$ cat src/rtl/rn_pkg.sv
package rn_pkg;
    localparam int NARCH = 32;
    localparam int NPHYS = 64;
    localparam int WIDTH = 2;
    localparam int AW    = $clog2(NARCH);
    localparam int PW    = $clog2(NPHYS);
    localparam int NFREE = NPHYS - NARCH;
    localparam int FW    = $clog2(NFREE);
    localparam int PTRW  = FW + 1;
    localparam int CW    = $clog2(WIDTH + 1);

    typedef logic [AW-1:0]   areg_t;
    typedef logic [PW-1:0]   ptag_t;
    typedef ptag_t [NARCH-1:0] map_t;
endpackage

$ cat src/rtl/rn_freelist.sv
module rn_freelist
    import rn_pkg::*;
(
    input  logic                clk,
    input  logic                rst_n,
    input  logic [CW-1:0]       alloc_n,
    input  logic                push_en,
    input  ptag_t               push_tag,
    input  logic                cmt_pop,
    input  logic                flush,
    output ptag_t [WIDTH-1:0]   head_tags,
    output logic [PTRW-1:0]     free_cnt
);
    typedef struct packed {
        ptag_t [NFREE-1:0] mem;
        logic [PTRW-1:0]   head;
        logic [PTRW-1:0]   chead;
        logic [PTRW-1:0]   tail;
    } fl_t;

    fl_t fl_q, fl_d;

    function automatic fl_t fl_reset();
        fl_t r;
        for (int i = 0; i < NFREE; i++) r.mem[i] = PW'(NARCH + i);
        r.head  = '0;
        r.chead = '0;
        r.tail  = PTRW'(NFREE);
        return r;
    endfunction

    assign free_cnt = fl_q.tail - fl_q.head;

    generate
        for (genvar g = 0; g < WIDTH; g++) begin : g_head
            assign head_tags[g] = fl_q.mem[fl_q.head[FW-1:0] + FW'(g)];
        end
    endgenerate

    always_comb begin
        fl_d = fl_q;
        if (push_en) begin
            fl_d.mem[fl_q.tail[FW-1:0]] = push_tag;
            fl_d.tail = fl_q.tail + PTRW'(1);
        end
        if (cmt_pop) fl_d.chead = fl_q.chead + PTRW'(1);
        if (flush) fl_d.head = fl_d.chead;
        else       fl_d.head = fl_q.head + PTRW'(alloc_n);
    end

    always_ff @(posedge clk) begin
        if (!rst_n) fl_q <= fl_reset();
        else        fl_q <= fl_d;
    end

    // never hand out more tags than are free
    a_r6_no_underflow: assert property (@(posedge clk) disable iff (!rst_n)
        PTRW'(alloc_n) <= free_cnt);
    // a returned tag always finds room
    a_r7_no_overflow: assert property (@(posedge clk) disable iff (!rst_n)
        push_en |-> free_cnt < PTRW'(NFREE));
    // no allocation in a flush cycle
    a_r8_no_alloc_flush: assert property (@(posedge clk) disable iff (!rst_n)
        flush |-> alloc_n == '0);
endmodule

$ cat src/rtl/rn_map_tables.sv
module rn_map_tables
    import rn_pkg::*;
(
    input  logic               clk,
    input  logic               rst_n,
    input  logic [WIDTH-1:0]   wr_en,
    input  areg_t [WIDTH-1:0]  wr_arch,
    input  ptag_t [WIDTH-1:0]  wr_tag,
    input  logic               cmt_en,
    input  areg_t              cmt_arch,
    input  ptag_t              cmt_tag,
    input  logic               flush,
    output map_t               spec_map,
    output map_t               cmt_map
);
    typedef struct packed {
        map_t spec;
        map_t cmt;
    } maps_t;

    maps_t mp_q, mp_d;

    function automatic maps_t maps_reset();
        maps_t r;
        for (int i = 0; i < NARCH; i++) begin
            r.spec[i] = PW'(i);
            r.cmt[i]  = PW'(i);
        end
        return r;
    endfunction

    always_comb begin
        mp_d = mp_q;
        if (cmt_en) mp_d.cmt[cmt_arch] = cmt_tag;
        if (flush) begin
            mp_d.spec = mp_d.cmt;
        end else begin
            // later slot written last so it wins on a shared destination
            for (int i = 0; i < WIDTH; i++)
                if (wr_en[i]) mp_d.spec[wr_arch[i]] = wr_tag[i];
        end
    end

    always_ff @(posedge clk) begin
        if (!rst_n) mp_q <= maps_reset();
        else        mp_q <= mp_d;
    end

    assign spec_map = mp_q.spec;
    assign cmt_map  = mp_q.cmt;

    // register 0 stays on tag 0 in both tables
    a_r2_zero_pinned: assert property (@(posedge clk) disable iff (!rst_n)
        mp_q.spec[0] == '0 && mp_q.cmt[0] == '0);
    // after a flush the speculative table equals the committed one
    a_r8_restore: assert property (@(posedge clk) disable iff (!rst_n)
        flush |=> mp_q.spec == mp_q.cmt);
endmodule

$ cat src/rtl/reg_rename.sv
module reg_rename
    import rn_pkg::*;
(
    input  logic                  clk,
    input  logic                  rst_n,
    input  logic [WIDTH-1:0]      ren_valid,
    input  logic [WIDTH*AW-1:0]   ren_src_a,
    input  logic [WIDTH*AW-1:0]   ren_src_b,
    input  logic [WIDTH-1:0]      ren_dst_we,
    input  logic [WIDTH*AW-1:0]   ren_dst,
    output logic                  ren_ready,
    output logic [WIDTH*PW-1:0]   out_src_a,
    output logic [WIDTH*PW-1:0]   out_src_b,
    output logic [WIDTH*PW-1:0]   out_dst_new,
    output logic [WIDTH*PW-1:0]   out_dst_old,
    input  logic                  cmt_valid,
    input  logic [AW-1:0]         cmt_arch,
    input  logic [PW-1:0]         cmt_tag,
    input  logic                  flush
);
    areg_t [WIDTH-1:0] sa, sb, dd;
    ptag_t [WIDTH-1:0] head_tags, new_tag, src_a_t, src_b_t, old_t;
    logic  [WIDTH-1:0] alloc, go_alloc;
    logic  [CW-1:0]    need;
    logic  [PTRW-1:0]  free_cnt;
    map_t              spec_map, cmt_map;
    logic              cmt_go;

    assign sa = ren_src_a;
    assign sb = ren_src_b;
    assign dd = ren_dst;

    // allocation: count destinations and take tags from the head in slot order
    always_comb begin
        int k;
        k = 0;
        need = '0;
        for (int i = 0; i < WIDTH; i++) begin
            alloc[i]   = ren_valid[i] & ren_dst_we[i] & (dd[i] != '0);
            new_tag[i] = alloc[i] ? head_tags[k] : '0;
            if (alloc[i]) k = k + 1;
            need = need + CW'(alloc[i]);
        end
    end

    assign ren_ready = !flush && (free_cnt >= PTRW'(need));
    assign go_alloc  = alloc & {WIDTH{ren_ready}};

    // table lookup with forwarding from older slots of the same group
    always_comb begin
        for (int i = 0; i < WIDTH; i++) begin
            src_a_t[i] = spec_map[sa[i]];
            src_b_t[i] = spec_map[sb[i]];
            old_t[i]   = spec_map[dd[i]];
            for (int j = 0; j < i; j++) begin
                if (alloc[j] && dd[j] == sa[i]) src_a_t[i] = new_tag[j];
                if (alloc[j] && dd[j] == sb[i]) src_b_t[i] = new_tag[j];
                if (alloc[j] && dd[j] == dd[i]) old_t[i]   = new_tag[j];
            end
            if (!alloc[i]) old_t[i] = '0;
        end
    end

    assign out_src_a   = src_a_t;
    assign out_src_b   = src_b_t;
    assign out_dst_new = new_tag;
    assign out_dst_old = old_t;

    assign cmt_go = cmt_valid && (cmt_arch != '0);

    rn_map_tables maps_i (
        .clk      (clk),
        .rst_n    (rst_n),
        .wr_en    (go_alloc),
        .wr_arch  (dd),
        .wr_tag   (new_tag),
        .cmt_en   (cmt_go),
        .cmt_arch (cmt_arch),
        .cmt_tag  (cmt_tag),
        .flush    (flush),
        .spec_map (spec_map),
        .cmt_map  (cmt_map)
    );

    rn_freelist free_i (
        .clk       (clk),
        .rst_n     (rst_n),
        .alloc_n   (ren_ready ? need : CW'(0)),
        .push_en   (cmt_go),
        .push_tag  (cmt_map[cmt_arch]),
        .cmt_pop   (cmt_go),
        .flush     (flush),
        .head_tags (head_tags),
        .free_cnt  (free_cnt)
    );

    // two tags granted in one group are distinct
    a_r3_distinct_new: assert property (@(posedge clk) disable iff (!rst_n)
        (go_alloc[0] && go_alloc[1]) |-> new_tag[0] != new_tag[1]);
    // a stalled non-flush cycle leaves the speculative table alone
    a_r6_stall_hold: assert property (@(posedge clk) disable iff (!rst_n)
        (!ren_ready && !flush) |=> $stable(spec_map));
endmodule

$ cat config.mk
export PLATFORM = sky130hd
export DESIGN_NAME = reg_rename
export DESIGN_NICKNAME = d
export VERILOG_FILES = /design/src/rtl/rn_pkg.sv /design/src/rtl/rn_freelist.sv /design/src/rtl/rn_map_tables.sv /design/src/rtl/reg_rename.sv
export SDC_FILE = /design/constraint.sdc
export NUM_CORES = 2
export LEC_CHECK = 0
export BUFFER_PORTS_ARGS = -buffer_cell sky130_fd_sc_hd__buf_2
export CAP_MARGIN = 10
export CORE_MARGIN = 1
export CORE_UTILIZATION = 35
export CTS_CLUSTER_SIZE = 24
export DETAILED_ROUTE_END_ITERATION = 8
export HOLD_SLACK_MARGIN = 0.03
export PLACE_DENSITY_LB_ADDON = 0.1
export SYNTH_ARGS = -nofsm -noshare
export SYNTH_HDL_FRONTEND = slang
export SYNTH_SLANG_ARGS = --single-unit
$ cat constraint.sdc
create_clock -name clk -period 4.96 [get_ports clk]
set_input_delay 0.248 -clock clk [delete_from_list [all_inputs] [get_ports clk]]
set_output_delay 0.248 -clock clk [all_outputs]
set_load 0.05 [all_outputs]
* Word-level counts from Yosys, hierarchy flattened
Index checks and enable logic that the tools add are counted.
Word-level totals: bits in registers 594, output and inout bits 49, word-level logic and storage cells 191
Operators by class: add/sub/neg operators 6, $lt $le $gt $ge 16, equality and inequality tests 3, multiplexer cells 49, bitwise operators 5, reduce and logical (&&, ||, !) cells 13
Operators by type and width (count):
- $mux 192 | 5
- $bwmux 192 | 4
- $bmux 6 s5 | 9
- $mux 6 | 25
- $demux 6 s5 | 4
- $lt 5x6->1 const B | 10
- $lt 32x3->1 const B | 1
- $ge 5x1->1 const B | 4
- $eq 5x5->1 | 3
- $reduce_bool 5->1 | 3
- $add 6x1->6 const B | 2
- $logic_and 1x1->1 | 9
- $add 6x2->6 | 1
- $ge 6x2->1 | 1
- $sub 6x6->6 | 1
- $add 5x1->5 const B | 1
- $and 1x1->1 | 4
- $add 1x1->2 | 1
- $and 2x2->2 | 1
- $mux 2 | 1
- $logic_not 1->1 | 1
- $mux 1 | 1

* Depth between registers and ports, before layout
depth after elaboration 11, mapped depth 18, depth with buffers taken out 17

* Cells and area by module
From an unflattened synthesis, not the netlist that was laid out.
Second synthesis, totals: cell total of the unflattened synthesis 3695, area total of the unflattened synthesis 39273.9 um2
Modules (own cells, without submodules):
- rn_map_tables | instances 1, cells each 1739, area each 16525.8 um2
- reg_rename | instances 1, cells each 782, area each 11388.4 um2
- rn_freelist | instances 1, cells each 1174, area each 11359.6 um2

* Worst setup path before layout
OpenSTA, ideal clock, no wires.
kind input to register, start in ren_dst[4], end reg free_i.fl_q[15] (netlist name), setup time 0.116 ns, arrival time 4.542 ns, required time 4.844 ns, slack 0.302 ns, stages on the path 18, path buffers 1, cells stage by stage or3_1 > o311ai_4 > inv_1 > clkbuf_1 > ha_1 > ha_1 > nand2b_1 > a211o_1 > a21o_1 > nor2_2 > nor2_1 > nand2_1 > inv_1 > ha_1 > a21o_1 > nand2_1 > xnor2_1 > o211a_1
On the way: longest elaborated chain between the ends 8
RTL lines:
- start: declaration | line reg_rename.sv:10 | input logic [WIDTH*AW-1:0] ren_dst,
- $reduce_bool 5->1 | line reg_rename.sv:39 | alloc[i] = ren_valid[i] & ren_dst_we[i] & (dd[i] != '0);
- $and 1x1->1 | line reg_rename.sv:39
- $add 1x1->2 | line reg_rename.sv:42 | need = need + CW'(alloc[i]);
- $ge 6x2->1 | line reg_rename.sv:46 | assign ren_ready = !flush && (free_cnt >= PTRW'(need));
- $logic_and 1x1->1 | line reg_rename.sv:46
- net ren_ready | line reg_rename.sv:11 | output logic ren_ready,
- $mux 2 | line reg_rename.sv:88 | .alloc_n (ren_ready ? need : CW'(0)),
- $add 6x2->6 | line rn_freelist.sv:48 | else fl_d.head = fl_q.head + PTRW'(alloc_n);
- $mux 6 | line rn_freelist.sv:47 | if (flush) fl_d.head = fl_d.chead;
- end signal: assignment | line rn_freelist.sv:52 | if (!rst_n) fl_q <= fl_reset();
- end signal: assignment | line rn_freelist.sv:53 | else fl_q <= fl_d;
- end: declaration | line rn_freelist.sv:21 | fl_t fl_q, fl_d;
The timed path passes the listed nets, and every way through them passes these cells. A chain may end at the register's enable or synchronous reset.

* Worst setup path after layout
start reg free_i.fl_q[12] (netlist name), end out out_dst_new[8]
On the way: longest elaborated chain between the ends 7, elaborated cells between the ends (all ways) 9, classes of those cells add/sub: 1; mux: 8
RTL lines:
- $add 5x1->5 | line rn_freelist.sv:36 | assign head_tags[g] = fl_q.mem[fl_q.head[FW-1:0] + FW'(g)];
- $bmux 6 s5 | line rn_freelist.sv:36
- $mux 6 (implied by the code) | line rn_freelist.sv:36
- $mux 6 (implied by the code) * (3 in series) | line reg_rename.sv:40 | new_tag[i] = alloc[i] ? head_tags[k] : '0;
- $mux 6 * | line reg_rename.sv:40
- end: declaration | line reg_rename.sv:14 | output logic [WIDTH*PW-1:0] out_dst_new,
Mark *: on every way between the ends. The rest lies on a longest branch, timed or not. The select of a mux whose other input is x is not followed.

==> summary.txt <==
Outcome
  • Status: completed

Hold path
  • Class of the worst hold path: in -> reg

Drt
  • Final ANT Viol Nets: 0
  • Via count: 34916
  • Residual DRC: 0
  • DR pass1 iterations: 9
  • Via density: 6.74
  • DRT Wirelength: 189000 µm
  • Drt wl/cell: 36.6 µm
  • Iteration-0 DRC Markers: 5277

CTS
  • Post-CTS Setup Inserts: 0
  • H-tree depth: 3
  • Clock tree buffer depth: 3
  • CTS tree: done
  • CTS root buf: clkbuf_16
  • Worst skew pair latency: 0.65 ns
  • Inserted Clock Buffers: 73
  • CTS sink count: 594
  • Clock slew at reported path FFs: 0.06 ns

Placement
  • Total placed cells including tap cells: 5046
  • Gpl congestion: 1.03
  • Buffers on Ports: 97
  • HPWL Detailed: 137000 µm

Die
  • Core Region: 0.111 mm²
  • Die Ht: 337 µm
  • Die area: 0.114 mm²
  • # rows: 122
  • Initial Utilization: 0.354
  • Ports: 98
  • Chip width: 337 µm

Global routing
  • Number of global-route vias before repair: 32181
  • Gr ovfl total: 0
  • First-pass GRT wire length: 265000 µm
  • Largest net degree at the start of global routing: 98
  • Global Route Usage Sum: 0.331
  • Initial antenna violation count: 11

STA
  • Clk_skew: 0.0352 ns
  • Slew at the pin with the worst max-slew slack: 1.14 ns
  • Fin crit period: 4.59 ns
  • Fin Setup TNS: 0 ns
  • RSZ-0062 raised after global routing: false
  • Hold Fails Final Rpt: 0
  • Final worst path period share: 0.926
  • Worst slew margin: 0.233
  • FMAX: 218 MHz
  • Final-report max-slew violation count: 0
  • Final Setup Violations: 0

Cells and area
  • Area Growth Syn to Fin: 11.2%
  • Layout Cells excl Fill: 5178
  • Layout cells sized above 1: 0.253
  • Final #Nets: 3701

Synthesis
  • Async S/R FF share, synth: 0
  • Largest family of logic cells by synthesized area: multiplexers
  • Synth Area in XOR/XNOR: 0.00844
  • Synth warnings: 0
  • Multiplexer area fraction after synthesis: 0.361
  • Seq/Total Area, Yosys: 0.303
  • Simple-gate share of the synthesized area: 0.131
  • Synth Area in Adders: 0.00612
  • Compound-Gate Fraction of Synth Area: 0.148
  • Mean Syn Cell Area: 10.6 µm²
  • Synth Instances: 3711
  • Post-Syn Area: 0.0393 mm²
  • Post-Synthesis Net Count: 3778
  • Post-synthesis cell type count: 88
  • Flops & latches, synth: 594
  • Post-synth EDFFs: 0
  • Main synth FF type: dfxtp_1

Critical path
  • R2R setup slack: 1.04 ns
  • Crit-path cells: ha_4, buf_4, mux4_2, mux2i_1, o22ai_1, nor4_1, a211o_1, inv_1, buf_2
  • Crit path DAT: 4.34 ns
  • Crit path max fanout: 21
  • Crit path largest cell delay: 0.59 ns
  • Crit end category: output port
  • Required @ worst endpoint: 4.71 ns
  • Worst Path Class, Setup: reg -> out
  • CP Launch Type: flip-flop
  • Crit-path slowest cell: ha_4
  • Buffers and inverters on the worst path: 3
  • CP top delay family: buffers and inverters

Pwr
  • Power, Total: 0.0130 W
  • IR drop worst, VDD: 216 µV
  • Power density over the cells: 297 mW/mm²
  • Leakage: 15.6 nW

Run
  • Max-Cap Viols: 0
[report_power, final]
group,internal [W],switching (W)
clock,0.00331,0.00226
sequential,0.00483,0.000137
combinational,0.000830,0.00159
total,0.00898,0.00398
[cells by family after synthesis]
family                     count (synthesis)
and+or+nand+nor                         1099
muxes                                    823
AOI/OAI and AO/OA                        746
DFF                                      594
buffers and inverters                    397
xor gates and xnor gates                  34
adders and majority gates                 18
[tightest hold or removal path, stage by stage]
cell      delay [ns]
buf_4           0.22
nand2_1         0.09
o221ai_1        0.10
[state kept, by name, indices dropped and copies added, names as in the netlist]
name and cells:
free_i.fl_q 210, maps_i.cmt_map 192, maps_i.spec_map 192
[cells in the mapped netlist, types with 57 or more instances]
cell type | instances | area [µm²]
nor2_1 | 81 | 304
dfxtp_1 | 594 | 11900
a21boi_0 | 71 | 533
o211ai_1 | 117 | 878
nand2_1 | 606 | 2270
mux4_2 | 468 | 10500
nand3_1 | 130 | 651
mux2i_1 | 312 | 3120
nor2b_1 | 57 | 357
buf_2 | 59 | 295
clkbuf_1 | 256 | 961
o221ai_1 | 77 | 674
o21ai_0 | 111 | 556
[final timing paths]
path,startpoint,end,cells past startpoint
hold / removal,flush,maps_i.spec_map[16],3
setup / recovery,free_i.fl_q[12],out_dst_new[8],9
hold reg to reg,free_i.fl_q[133],free_i.fl_q[133],2
setup reg to reg,free_i.fl_q[12],maps_i.spec_map[164],10
[placed cells by master, fill, tap and decap left out, types with 43 or more instances in the layout]
cell and n:
a21boi_0 71, and2_1 54, nand3_1 130, o211a_1 56, clkbuf_16 75, o21ai_0 111, mux4_2 468, buf_4 122
a21oi_1 43, nor2_1 75, buf_2 88, o211ai_1 117, o221ai_1 77, mux2i_1 312, nor2b_1 56, nand2_1 605
dfxtp_1 592
[area by class of cell]
class                           instances  area (µm²)
Multi-Input combinational cell       2720       25800
Fill cell                           10900       67300
Sequential cell                       594       11900
Clock buffer                          110        2200
Timing Repair Buffer                  225        1640
Tap cell                             1488        1860
Antenna cell                            3        7.51
Inverter                               20        75.1
Clock inverter                         18         240
[per-stage QoR]
step	instance area [µm²]	utilization	setup WS (ns)	hold WS (ns)
floorplan	39300	-	0.302	0.443
global placement	41200	0.372	0.976	0.479
detailed placement	41200	0.372	0.971	0.481
CTS	43700	0.394	0.304	0.0590
global route	43700	0.394	0.185	0.0903
finish	43700	0.394	0.367	0.102
[per-layer routing]
metal	track usage	share of wire	vias to the layer above
met3	0.127	0.14	390
met5	0	0.00053	-
met2	0.426	0.38	2234
met4	0.130	0.044	14
li1	-	-	14315
met1	0.484	0.43	17963
[what timing repair did]
item	in CTS	in global routing
hold buffers	1	0
endpoints found under the hold margin	1	0
gates resized for setup	0	0
No activity file was read; power rests on OpenSTA's default activity.
